### config.mk
export PLATFORM = sky130hd
export DESIGN_NAME = dwatch_top
export DESIGN_NICKNAME = d
export VERILOG_FILES = /design/src/rtl/dwatch_pkg.sv /design/src/rtl/dwatch_cfg.sv /design/src/rtl/dwatch_match.sv /design/src/rtl/dwatch_capture.sv /design/src/rtl/dwatch_top.sv
export SDC_FILE = /design/constraint.sdc
export NUM_CORES = 1
export LEC_CHECK = 0
export ABC_AREA = 1
export BUFFER_PORTS_ARGS = -buffer_cell sky130_fd_sc_hd__clkbuf_2
export CAP_MARGIN = 20
export CORE_ASPECT_RATIO = 0.75
export CORE_MARGIN = 1
export CORE_UTILIZATION = 50
export CTS_BUF_LIST = sky130_fd_sc_hd__clkbuf_4 sky130_fd_sc_hd__clkbuf_8 sky130_fd_sc_hd__clkbuf_16
export DETAILED_ROUTE_END_ITERATION = 8
export PLACE_DENSITY_LB_ADDON = 0.15
export SLEW_MARGIN = 20
export SYNTH_ARGS = -nofsm -noshare
export SYNTH_HDL_FRONTEND = slang
export SYNTH_SLANG_ARGS = --single-unit
### constraint.sdc
create_clock -name clk -period 2.9 [get_ports clk]
set_clock_uncertainty 0.15 [all_clocks]
set_input_delay 0.58 -clock clk [delete_from_list [all_inputs] [get_ports clk]]
set_output_delay 0.58 -clock clk [all_outputs]
set_load 0.005 [all_outputs]
### src/rtl/dwatch_pkg.sv
package dwatch_pkg;
  typedef enum logic {
    SEL_WATCH = 1'b0,
    SEL_CTRL  = 1'b1
  } cfg_sel_e;

  localparam int CTRL_RD_BIT  = 0;
  localparam int CTRL_WR_BIT  = 1;
  localparam int CTRL_CLR_BIT = 2;

  typedef struct packed {
    logic rd_en;
    logic wr_en;
  } dir_en_t;
endpackage

### src/rtl/dwatch_cfg.sv
module dwatch_cfg #(
  parameter int ADDR_W = 32
) (
  input  logic                  clk,
  input  logic                  rst,
  input  logic                  cfg_we,
  input  logic                  cfg_sel,
  input  logic                  cfg_super,
  input  logic [ADDR_W-1:0]     cfg_wdata,
  output logic [ADDR_W-1:0]     watch_addr,
  output dwatch_pkg::dir_en_t   dir_en,
  output logic                  clr_req,
  output logic                  priv_viol
);
  import dwatch_pkg::*;

  logic wr_ok, wr_bad;
  assign wr_ok  = cfg_we && cfg_super;
  assign wr_bad = cfg_we && !cfg_super;
  assign clr_req = wr_ok && (cfg_sel == SEL_CTRL) && cfg_wdata[CTRL_CLR_BIT];

  always_ff @(posedge clk) begin
    if (rst) begin
      watch_addr <= '0;
      dir_en     <= '0;
      priv_viol  <= 1'b0;
    end else begin
      priv_viol <= wr_bad;
      if (wr_ok && cfg_sel == SEL_WATCH)
        watch_addr <= cfg_wdata;
      if (wr_ok && cfg_sel == SEL_CTRL) begin
        dir_en.rd_en <= cfg_wdata[CTRL_RD_BIT];
        dir_en.wr_en <= cfg_wdata[CTRL_WR_BIT];
      end
    end
  end


  user_wr_ignored_chk: assert property (@(posedge clk) disable iff (rst)
    $past(wr_bad) && !$past(rst) |-> $stable(watch_addr) && $stable(dir_en));


  priv_pulse_chk: assert property (@(posedge clk) disable iff (rst)
    priv_viol |-> $past(cfg_we) && !$past(cfg_super));
endmodule

### src/rtl/dwatch_match.sv
module dwatch_match #(
  parameter int ADDR_W    = 32,
  parameter int GRAN_BITS = 2
) (
  input  logic                 acc_valid,
  input  logic                 acc_write,
  input  logic [ADDR_W-1:0]    acc_addr,
  input  logic [ADDR_W-1:0]    watch_addr,
  input  dwatch_pkg::dir_en_t  dir_en,
  output logic                 hit
);
  localparam int CMP_W = ADDR_W - GRAN_BITS;

  logic             word_eq;
  logic             dir_ok;
  logic [GRAN_BITS-1:0] unused_low;

  assign unused_low = acc_addr[GRAN_BITS-1:0] ^ watch_addr[GRAN_BITS-1:0];
  assign word_eq = (acc_addr[ADDR_W-1 -: CMP_W] == watch_addr[ADDR_W-1 -: CMP_W]);
  assign dir_ok  = acc_write ? dir_en.wr_en : dir_en.rd_en;
  assign hit     = acc_valid && word_eq && dir_ok;
endmodule

### src/rtl/dwatch_capture.sv
module dwatch_capture #(
  parameter int ADDR_W = 32
) (
  input  logic              clk,
  input  logic              rst,
  input  logic              hit,
  input  logic              clr_req,
  input  logic [ADDR_W-1:0] acc_pc,
  output logic              trap,
  output logic              trap_sts,
  output logic [ADDR_W-1:0] fault_pc
);
  always_ff @(posedge clk) begin
    if (rst) begin
      trap     <= 1'b0;
      trap_sts <= 1'b0;
      fault_pc <= '0;
    end else begin
      trap <= hit;
      if (hit) begin
        fault_pc <= acc_pc;
        trap_sts <= 1'b1;
      end else if (clr_req) begin
        trap_sts <= 1'b0;
      end
    end
  end


  sts_with_trap_chk: assert property (@(posedge clk) disable iff (rst)
    trap |-> trap_sts);


  pc_hold_chk: assert property (@(posedge clk) disable iff (rst)
    !trap && !$past(rst) |-> $stable(fault_pc));


  sts_sticky_chk: assert property (@(posedge clk) disable iff (rst)
    $fell(trap_sts) |-> $past(clr_req));
endmodule

### src/rtl/dwatch_top.sv
module dwatch_top #(
  parameter int ADDR_W    = 32,
  parameter int GRAN_BITS = 2
) (
  input  logic              clk,
  input  logic              rst,
  input  logic              cfg_we,
  input  logic              cfg_sel,
  input  logic              cfg_super,
  input  logic [ADDR_W-1:0] cfg_wdata,
  input  logic              acc_valid,
  input  logic              acc_write,
  input  logic [ADDR_W-1:0] acc_addr,
  input  logic [ADDR_W-1:0] acc_pc,
  output logic [ADDR_W-1:0] watch_addr_o,
  output logic              rd_en_o,
  output logic              wr_en_o,
  output logic              trap_o,
  output logic              trap_sts_o,
  output logic [ADDR_W-1:0] fault_pc_o,
  output logic              priv_viol_o
);
  import dwatch_pkg::*;

  dir_en_t dir_en;
  logic    clr_req;
  logic    hit;

  dwatch_cfg #(.ADDR_W(ADDR_W)) u_cfg (
    .clk        (clk),
    .rst        (rst),
    .cfg_we     (cfg_we),
    .cfg_sel    (cfg_sel),
    .cfg_super  (cfg_super),
    .cfg_wdata  (cfg_wdata),
    .watch_addr (watch_addr_o),
    .dir_en     (dir_en),
    .clr_req    (clr_req),
    .priv_viol  (priv_viol_o)
  );

  dwatch_match #(.ADDR_W(ADDR_W), .GRAN_BITS(GRAN_BITS)) u_match (
    .acc_valid  (acc_valid),
    .acc_write  (acc_write),
    .acc_addr   (acc_addr),
    .watch_addr (watch_addr_o),
    .dir_en     (dir_en),
    .hit        (hit)
  );

  dwatch_capture #(.ADDR_W(ADDR_W)) u_cap (
    .clk      (clk),
    .rst      (rst),
    .hit      (hit),
    .clr_req  (clr_req),
    .acc_pc   (acc_pc),
    .trap     (trap_o),
    .trap_sts (trap_sts_o),
    .fault_pc (fault_pc_o)
  );

  assign rd_en_o = dir_en.rd_en;
  assign wr_en_o = dir_en.wr_en;


  no_en_no_trap_chk: assert property (@(posedge clk) disable iff (rst)
    !rd_en_o && !wr_en_o |=> !trap_o);


  trap_needs_access_chk: assert property (@(posedge clk) disable iff (rst)
    trap_o |-> $past(acc_valid));


  pc_captured_chk: assert property (@(posedge clk) disable iff (rst)
    trap_o |-> fault_pc_o == $past(acc_pc));
endmodule

# Word level (Yosys, flattened, before mapping)
# Index checks and enable logic that the tools add are counted.
# W data, S select, Z words.
[word_totals] out_inout_bits=69 wordCells=21 register_bits=69 in_bits=103
[classes] bitwise_logic=1 n_reduce_logical=9 muxes=3 eq_ne=1
[ops] cell="$eq A30 B30 Y1" n=1
[ops] cell="$logic_and A1 B1 Y1" n=7
[ops] cell="$mux W1" n=3
[ops] cell="$reduce_bool A2 Y1" n=1
[ops] cell="$logic_not A1 Y1" n=1
[ops] cell="$not A1 Y1" n=1

# Logic depth before layout (Yosys ltp)
# Gate-level depths: netlist of the first run.
[logic_depth] word_depth=5 ltp_mapped=12 depth_no_buf=11

# Cells and area by module
# A second synthesis of the first run with hierarchy kept.
[hier_totals] cells_unflattened=598 hier_area_um2=3464.6
[modules_own_cells] mod="dwatch_cfg" instances=1 cells_each=222 seq_area_each_um2=700.7 area_each_um2=1445.1
[modules_own_cells] mod="dwatch_capture" instances=1 cells_each=209 seq_area_each_um2=680.7 area_each_um2=1383.8
[modules_own_cells] mod="dwatch_match" instances=1 cells_each=167 seq_area_each_um2=0.0 area_each_um2=635.6

# Worst setup path after synthesis of the first run
# No wires, ideal clock.
[synth_path] kind="input -> register" from="in acc_addr[22]" to="reg u_cap.fault_pc[11]" cell_stages=9 setup_time_ps=113 arrival_ps=1479 slack_ps=1158 path_buffers=1 required_time_ps=2637 path_cell_list="xnor2_1 nand2_1 nor2_1 nand2_1 nor2_2 buf_4 nand3_1 nand2_1 nor2_1"
[synth_via] elab_chain_cells=3
[synth_lines] item="start: declaration" line="dwatch_top.sv:13" source="input logic [ADDR_W-1:0] acc_addr,"
[synth_lines] item="$eq A30 B30 Y1" line="dwatch_match.sv:19" source="assign word_eq = (acc_addr[ADDR_W-1 -: CMP_W] == watch_addr[ADDR_W-1 -: CMP_W]);"
[synth_lines] item="$logic_and A1 B1 Y1 (2 in a row)" line="dwatch_match.sv:21" source="assign hit = acc_valid && word_eq && dir_ok;"
[synth_lines] item="end signal: assignment" line="dwatch_capture.sv:21" source="fault_pc <= acc_pc;"
[synth_lines] item="end: declaration" line="dwatch_capture.sv:11" source="output logic [ADDR_W-1:0] fault_pc"
# No other way between the ends.
# A chain may end at the register's enable or synchronous reset.

# Worst setup path in the final report of the first run
[layout_path] from="reg u_cfg.watch_addr[10]" to="reg u_cap.fault_pc[28]"
[layout_via] elab_chain_cells=3
[layout_lines] item="start: declaration" line="dwatch_cfg.sv:10" source="output logic [ADDR_W-1:0] watch_addr,"
[layout_lines] item="start signal: assignment" line="dwatch_cfg.sv:30" source="watch_addr <= cfg_wdata;"
[layout_lines] item="$eq A30 B30 Y1" line="dwatch_match.sv:19"
[layout_lines] item="$logic_and A1 B1 Y1 (2 in a row)" line="dwatch_match.sv:21"
# No other way between the ends.

==> out/results.tsv, run 1 <==
stage	metric	value	unit
outcome	outcome	completed	
clocking	CTS clk-pin slew, worst paths	0.08	ns
floorplan	Core Footprint	6900	µm²
worst_setup_path	Setup crit start kind	register	
placed_design	pre-CTS WS	0.724	ns
drt	routed vias/inst	4.72	
logic_synthesis	syn avg cell area	6.17	µm²
min_path	Tightest Hold Check Type	in2reg	
global_routing	largest net degree at the start of global routing	37	
floorplan	I/O pin count	172	
drt	DR pass1 iterations	5	
worst_setup_path	WP data required	2.99	ns
placed_design	routability congestion estimate	0.939	
finish	commonest non-fill, non-tap cell in the layout	clkbuf_2	
sta	Final Max Slew Viols	0	
finish	fill count	692	
floorplan	Initial Utilization	52.2	%
placed_design	hpwl dp	7710	µm
global_routing	Total GRT Usage	26.3	%
sta	RSZ-0062 raised after global routing	no	
logic_synthesis	synthesized instance count	584	
finish	synth-to-layout area growth	30.5	%
sta	Worst Tran Pin Value	0.645	ns
global_routing	first-pass GRT wire length	15400	µm
floorplan	row cnt	26	
drt	DRC violations left	0	
clocking	CTS sink cnt	69	
sta	Min Hold Slack	0.261	ns
sta	Hold Vio Cnt, Final	0	
drt	vias	4015	
placed_design	port bufs	169	
worst_setup_path	crit path kind	reg2reg	
logic_synthesis	number of synthesized flops with an enable pin	0	
clocking	htree depth	3	
job	max-cap viol count	0	
logic_synthesis	ys flop type	dfxtp_1	
drt	Post-Route WL	9910	µm
logic_synthesis	Post-Syn Nets	687	
sta	final worst slack	1.03	ns
clocking	CTS tree	done	
pwr	Power Dens Cells	442	nW/µm²
global_routing	grt ovf	0	
worst_setup_path	worst r2r src	u_cfg.watch_addr[10]$_SDFFE_PP0P_	
sta	Tcrit/Tclk final	64.3	%
clocking	cts repair resizes	0	
worst_setup_path	crit end category	register	
worst_setup_path	largest fanout on the critical path	32	
sta	Slew HR	57.0	%
logic_synthesis	Syn. warnings	0	
clocking	hold buffers post-CTS	0	
floorplan	DIE AREA	7550	µm²
logic_synthesis	mapped cell area	3600	µm²
logic_synthesis	register area share after synthesis	38.4	%
clocking	root buffer cell	clkbuf_8	
worst_setup_path	CP Launch Point	u_cfg.watch_addr[10]$_SDFFE_PP0P_	
min_path	Worst Hold Launch	cfg_super	
pwr	Peak VDD IR	0.248	mV
logic_synthesis	flops & latches, synth	69	
finish	nets	852	
clocking	Clock Latency Late Sink	0.34	ns
clocking	CTS Buffer Depth	2	
pwr	Static Leak	2.59	nW
global_routing	initial antenna violation count	0	
global_routing	vias in the first global route	3326	
sta	Setup TNS	0	ns
finish	diode count	0	
clocking	CTS buffer count	9	
logic_synthesis	Synth cell types	25	
sta	f_max	536	MHz
floorplan	Die H	75.5	µm
finish	most frequent cells in the layout	clkbuf_2, nand2_1, nor2_1	
worst_setup_path	Arr. time, crit path	1.95	ns
logic_synthesis	Async S/R FF share, synth	0	%
worst_setup_path	r2r setup slk	1.03	ns
finish	share of cells above drive strength 1	28.2	%
floorplan	Die Width	100	µm
sta	Final min period	1.87	ns
sta	Final Setup Violations	0	
drt	DR WL/cell	11.6	µm
clocking	setup bufs post-CTS	0	
drt	number of routed nets with antenna violations	0	
drt	DR iter-0 viols	181	
-- power breakdown --
part	leakage [nW]	internal, mW	switching [mW]
Sequential	0.560	0.972	0.0212
Clock	0.0950	0.392	0.383
Combinational	1.93	0.135	0.174
Total	2.59	1.50	0.578
-- final timing paths --
kind,to,depth (start not counted)
max,u_cap.fault_pc[28]$_SDFFE_PP0P_,9
min,u_cfg.priv_viol$_SDFF_PP0_,2
max reg2reg,u_cap.fault_pc[28]$_SDFFE_PP0P_,9
min reg2reg,u_cfg.watch_addr[25]$_SDFFE_PP0P_,2
-- through the flow --
stage	utilization, %	instance area (µm²)	instances	total power, mW
5_1_grt	68.1	4700	851	2.18
6_report	68.1	4700	851	2.08
2_1_floorplan	-	3600	584	1.18
4_1_cts	68.1	4700	851	2.10
3_5_place_dp	65.4	4510	836	1.32
3_3_place_gp	65.4	4510	836	1.31
-- metal layers --
layer	GRT usage [%]	routed length (µm)	vias up	part of all wire [%]
met5	0	0	-	0
met4	7.41	70	0	0.71
met3	7.16	934	6	9.4
met2	41.0	4370	166	44
met1	36.1	4530	1750	46
li1	-	-	2093	-
-- logic make-up (layout without fill, tap and decap cells) --
logic type / Yosys count / after routing / share of synthesized area (%)
flip-flops: 69 / 69 / 38.4
AO/OA/AOI/OAI: 61 / 61 / 8.48
XOR/XNOR: 7 / 7 / 1.91
AND/OR/NAND/NOR: 319 / 319 / 36.8
buffers and inverters: 128 / 297 / 14.5
-- worst max-delay path, cell delays in order, from the launching register on --
cell     delay, ns
dfxtp_1       0.37
xnor2_1       0.29
nand2_1       0.08
nor2_1        0.11
nand2_1       0.08
nor2_2        0.10
buf_4         0.33
nand3_1       0.13
nand2_1       0.08
nor2_1        0.04
-- layout make-up --
| cell class | instances | area [µm²] | share of cell area, % |
|---|---|---|---|
| clock buffers | 9 | 124 | 2.64 |
| flip-flops and latches | 69 | 1380 | 29.4 |
| clock inverters | 6 | 65.1 | 1.38 |
| inverters | 106 | 398 | 8.47 |
| multi-input cells | 387 | 1700 | 36.1 |
| well taps | 98 | 123 | 2.61 |
| repair buffers | 176 | 911 | 19.4 |
-- synth_stat cells (5+ instances only) --
| master | count | area (µm²) |
|---|---|---|
| clkbuf_1 | 8 | 30.0 |
| nor2_1 | 108 | 405 |
| xnor2_1 | 5 | 43.8 |
| o21ai_0 | 33 | 165 |
| buf_2 | 6 | 30.0 |
| nand4_1 | 10 | 62.6 |
| inv_1 | 99 | 372 |
| a21oi_1 | 27 | 135 |
| nand2_1 | 145 | 544 |
| inv_2 | 6 | 22.5 |
| nand3_1 | 41 | 205 |
| dfxtp_1 | 69 | 1380 |
| nand2_2 | 5 | 31.3 |
| nor2_2 | 5 | 31.3 |
-- registers in the layout, indices dropped and copies added, names as in the netlist --
signal / cells
u_cfg.dir_en: 2
u_cap.fault_pc: 32
u_cap.trap: 1
u_cfg.watch_addr: 32
u_cfg.priv_viol: 1
u_cap.trap_sts: 1
Note: power is estimated with default switching activity, not from simulation.
==> inputs of run 2 (changes only) <==
--- a/config.mk
+++ b/config.mk
@@ -5,12 +5,12 @@
 export SDC_FILE = /design/constraint.sdc
 export NUM_CORES = 1
 export LEC_CHECK = 0
-export ABC_AREA = 1
+export ABC_AREA = 0
 export BUFFER_PORTS_ARGS = -buffer_cell sky130_fd_sc_hd__clkbuf_2
 export CAP_MARGIN = 20
 export CORE_ASPECT_RATIO = 0.75
 export CORE_MARGIN = 1
-export CORE_UTILIZATION = 50
+export CORE_UTILIZATION = 40
 export CTS_BUF_LIST = sky130_fd_sc_hd__clkbuf_4 sky130_fd_sc_hd__clkbuf_8 sky130_fd_sc_hd__clkbuf_16
 export DETAILED_ROUTE_END_ITERATION = 8
 export PLACE_DENSITY_LB_ADDON = 0.15
==> constraint.sdc (replaced) <==
create_clock -name clk -period 1.5 [get_ports clk]
set_clock_uncertainty 0.15 [all_clocks]
set_input_delay 0.3 -clock clk [delete_from_list [all_inputs] [get_ports clk]]
set_output_delay 0.3 -clock clk [all_outputs]
set_load 0.005 [all_outputs]
==> run 2 against run 1 <==
Compared with the run above:
- the flow now finishes with violations (negative setup slack)
- largest power group unchanged
- register-to-register slack lost 1.3 ns
- power increased by 89%
- clock power is 95% higher
==> out/results.tsv, run 2 <==
stage	metric	value	unit	change
outcome	outcome	finished, violations left		
outcome	violated checks	negative setup slack		
drt	vias	3004		-25%
finish	commonest non-fill, non-tap cell in the layout	clkbuf_2		
min_path	Worst Hold Launch	cfg_wdata[7]		
logic_synthesis	compound-cell area share of the yosys netlist	5.55	%	-2.9 points
placed_design	routability congestion estimate	0.771		-18%
global_routing	vias in the first global route	2854		-14%
logic_synthesis	Synth area leaders	dfxtp_1, nand2b_1, mux2i_1		
sta	Final min period	1.79	ns	-0.0762 ns
sta	Hold Vio Cnt, Final	0		unchanged
placed_design	port bufs	169		unchanged
sta	Tcrit/Tclk final	119	%	+55 points
drt	routed vias/inst	4.57		-3.1%
pwr	Net Switching	943	µW	+63%
finish	most frequent cells in the layout	clkbuf_2, nand2_1, nand2b_1		
clocking	CTS buffer count	9		unchanged
pwr	Power Dens Cells	837	nW/µm²	+89%
logic_synthesis	Async S/R FF share, synth	0	%	unchanged
logic_synthesis	adder-cell share of the synthesized area	0	%	unchanged
finish	synth-to-layout area growth	52.8	%	
min_path	Tightest Hold Check Type	in2reg		
pwr	sequential power share	48.2	%	+0.4 points
logic_synthesis	top-count cell post-synth	dfxtp_1		
global_routing	first-pass GRT wire length	12700	µm	-18%
worst_setup_path	crit path kind	reg2reg		
floorplan	I/O pin count	172		unchanged
global_routing	initial antenna violation count	0		unchanged
clocking	CTS Buffer Depth	2		unchanged
drt	number of routed nets with antenna violations	0		unchanged
logic_synthesis	Synth Area in XOR/XNOR	8.57	%	+6.7 points
drt	Post-Route WL	8040	µm	-19%
clocking	CTS sink cnt	69		unchanged
placed_design	pre-CTS WS	-0.465	ns	-1.19 ns
sta	Final Setup Violations	34		+34
floorplan	Die Width	103	µm	+3.1%
logic_synthesis	ys flop type	dfxtp_1		
logic_synthesis	register area share after synthesis	45.1	%	+6.7 points
clocking	root buffer cell	clkbuf_8		
logic_synthesis	syn avg cell area	8.94	µm²	+45%
clocking	CTS clk-pin slew, worst paths	0.08	ns	about the same
pwr	Static Leak	2.35	nW	-9.3%
drt	DR WL/cell	12.2	µm	+5.1%
worst_setup_path	largest fanout on the critical path	33		+3.1%
global_routing	Total GRT Usage	20.4	%	-5.8 points
pwr	Peak VDD IR	0.412	mV	+66%
logic_synthesis	synthesized instance count	343		-41%
floorplan	Initial Utilization	41.6	%	-11 points
finish	diode count	0		unchanged
pwr	total power	3.92	mW	+89%
worst_setup_path	Setup crit start kind	register		
pwr	combinational share of power	13.3	%	-1.6 points
logic_synthesis	Synth top area share	45.1	%	+6.7 points
global_routing	largest net degree at the start of global routing	50		+35%
logic_synthesis	mapped cell area	3070	µm²	-15%
pwr	P_int	2.98	mW	+98%
finish	Layout Cells excl Fill	657		-23%
pwr	Clk pwr share	38.5	%	+1.2 points
logic_synthesis	post-synthesis mux area share	11.5	%	+11 points
drt	DR pass1 iterations	4		-1
sta	Final Max Slew Viols	0		unchanged
clocking	htree depth	3		unchanged
floorplan	Core Footprint	7360	µm²	+6.8%
worst_setup_path	worst r2r src	u_cfg.watch_addr[28]$_SDFFE_PP0P_		
job	max-cap viol count	0		unchanged
logic_synthesis	Post-Syn Nets	446		-35%
sta	Worst Tran Pin Value	0.292	ns	-0.353 ns
sta	f_max	559	MHz	+4.3%
logic_synthesis	number of synthesized flops with an enable pin	0		unchanged
sta	final worst slack	-0.289	ns	-1.32 ns
drt	DR iter-0 viols	77		-57%
sta	RSZ-0062 raised after global routing	yes		
worst_setup_path	WP data required	1.60	ns	-1.39 ns
placed_design	Cells after DPL	638		-24%
sta	Slew HR	80.4	%	+23 points
finish	share of cells above drive strength 1	48.0	%	+20 points
placed_design	hpwl dp	5890	µm	-24%
logic_synthesis	commonest cells in the netlist	dfxtp_1, nand2_1, nand2b_1		
floorplan	row cnt	27		+3.8%
clocking	Clock Latency Late Sink	0.34	ns	about the same
logic_synthesis	flops & latches, synth	69		unchanged
finish	nets	654		-23%
logic_synthesis	main combinational cell family by area after synthesis	simple AND/OR/NAND/NOR gates		
floorplan	Die H	77.8	µm	+3.1%
logic_synthesis	Simple-Gate Fraction of Synth Area	25.9	%	-11 points
pwr	switch share	24.1	%	-3.8 points
global_routing	grt ovf	0		unchanged
logic_synthesis	Syn. warnings	0		unchanged
floorplan	DIE AREA	8020	µm²	+6.3%
drt	DRC violations left	0		unchanged
worst_setup_path	crit end category	register		
clocking	CTS tree	done		
worst_setup_path	CP Launch Point	u_cfg.watch_addr[28]$_SDFFE_PP0P_		
worst_setup_path	Arr. time, crit path	1.89	ns	-0.06 ns
logic_synthesis	Synth cell types	20		-20%
finish	biggest registers after layout	u_cap.fault_pc: 32 flops, u_cfg.watch_addr: 32 flops, u_cfg.dir_en: 2 flops		
logic_synthesis	Synth area leader	dfxtp_1		
-- run 2: changes by cell type in the layout (fill, tap and decap cells not counted), moves of 7 or more --
| cell | previous run | this run |
|---|---|---|
| nor2_1 | 108 | 3 |
| inv_1 | 98 | 1 |
| nand2_1 | 145 | 66 |
| nand2b_1 | 0 | 64 |
| nand3_1 | 41 | 1 |
| buf_4 | 6 | 43 |
| mux2i_1 | 0 | 34 |
| o21ai_0 | 33 | 1 |
| dfxtp_1 | 69 | 53 |
| dfxtp_2 | 0 | 16 |
| xnor2_1 | 5 | 19 |
| xnor2_2 | 1 | 11 |
| inv_2 | 7 | 0 |
-- run 2: final timing paths --
check	cells after the start	slack, ns	end
worst max-delay path	6	-0.29	u_cap.fault_pc[8]$_SDFFE_PP0P_
worst min-delay path	3	0.02	u_cfg.watch_addr[7]$_SDFFE_PP0P_
worst min register to register	2	0.32	u_cfg.watch_addr[0]$_SDFFE_PP0P_
worst max register to register	6	-0.29	u_cap.fault_pc[8]$_SDFFE_PP0P_
-- run 2: kinds of logic after synthesis --
kind of cell | Yosys count
muxes | 35
and+or+nand+nor | 153
xor gates and xnor gates | 30
buffers and inverters | 22
AOI/OAI and AO/OA | 34
DFF | 69
-- run 2: repair_timing --
| item | CTS | global route |
|---|---|---|
| setup endpoints to repair | 34 | 34 |
| setup buffers | 0 | 1 |
| gates resized for setup | 11 | 7 |
| endpoints found under the hold margin | 2 | 0 |
| pin swaps | 6 | 5 |
| hold buffers | 2 | 0 |
-- run 2: worst max-delay path: stages (launching register included) --
cell     delay, ns
dfxtp_2       0.34
xnor2_2       0.13
nand4_1       0.17
nor4_4        0.38
nand2_2       0.12
buf_12        0.21
mux2i_1       0.20
-- run 2: layout make-up --
class | count | area, µm²
multi-input cells | 252 | 1680
well taps | 101 | 126
clock buffers | 10 | 138
flip-flops and latches | 69 | 1400
inverters | 1 | 3.75
fillers | 645 | 2680
repair buffers | 218 | 1270
clock inverters | 6 | 62.6
-- run 2: routing by layer --
| layer | part of all wire, % | up-vias | track usage [%] |
|---|---|---|---|
| met5 | 0 | - | 0 |
| met4 | 1.6 | 0 | 6.06 |
| met3 | 7.4 | 13 | 8.38 |
| met2 | 48 | 103 | 34.9 |
| met1 | 43 | 1351 | 23.2 |
| li1 | - | 1537 | - |
-- run 2: metrics by stage --
| stage | hold WS, ns | instance area [µm²] | TNS [ns] | utilization, % |
|---|---|---|---|---|
| 4_1_cts | 0.00178 | 4640 | -9.97 | 63.0 |
| 5_1_grt | 0.0170 | 4680 | -11.95 | 63.6 |
| 3_5_place_dp | 0.306 | 4350 | -14.24 | 59.1 |
| 6_report | 0.0182 | 4680 | -8.41 | 63.6 |
| 3_3_place_gp | 0.294 | 4350 | -15.41 | 59.1 |
| 2_1_floorplan | 0.226 | 3080 | -3.38 | - |
-- run 2: power by group through the flow --
stage	logic [mW]	registers [mW]	clock network [mW]
after global routing	0.571	1.89	1.64
after global placement	0.483	1.93	0
after detailed placement	0.491	1.93	0
after CTS	0.512	1.89	1.57
after floorplan	0.197	1.93	0
final	0.520	1.89	1.51
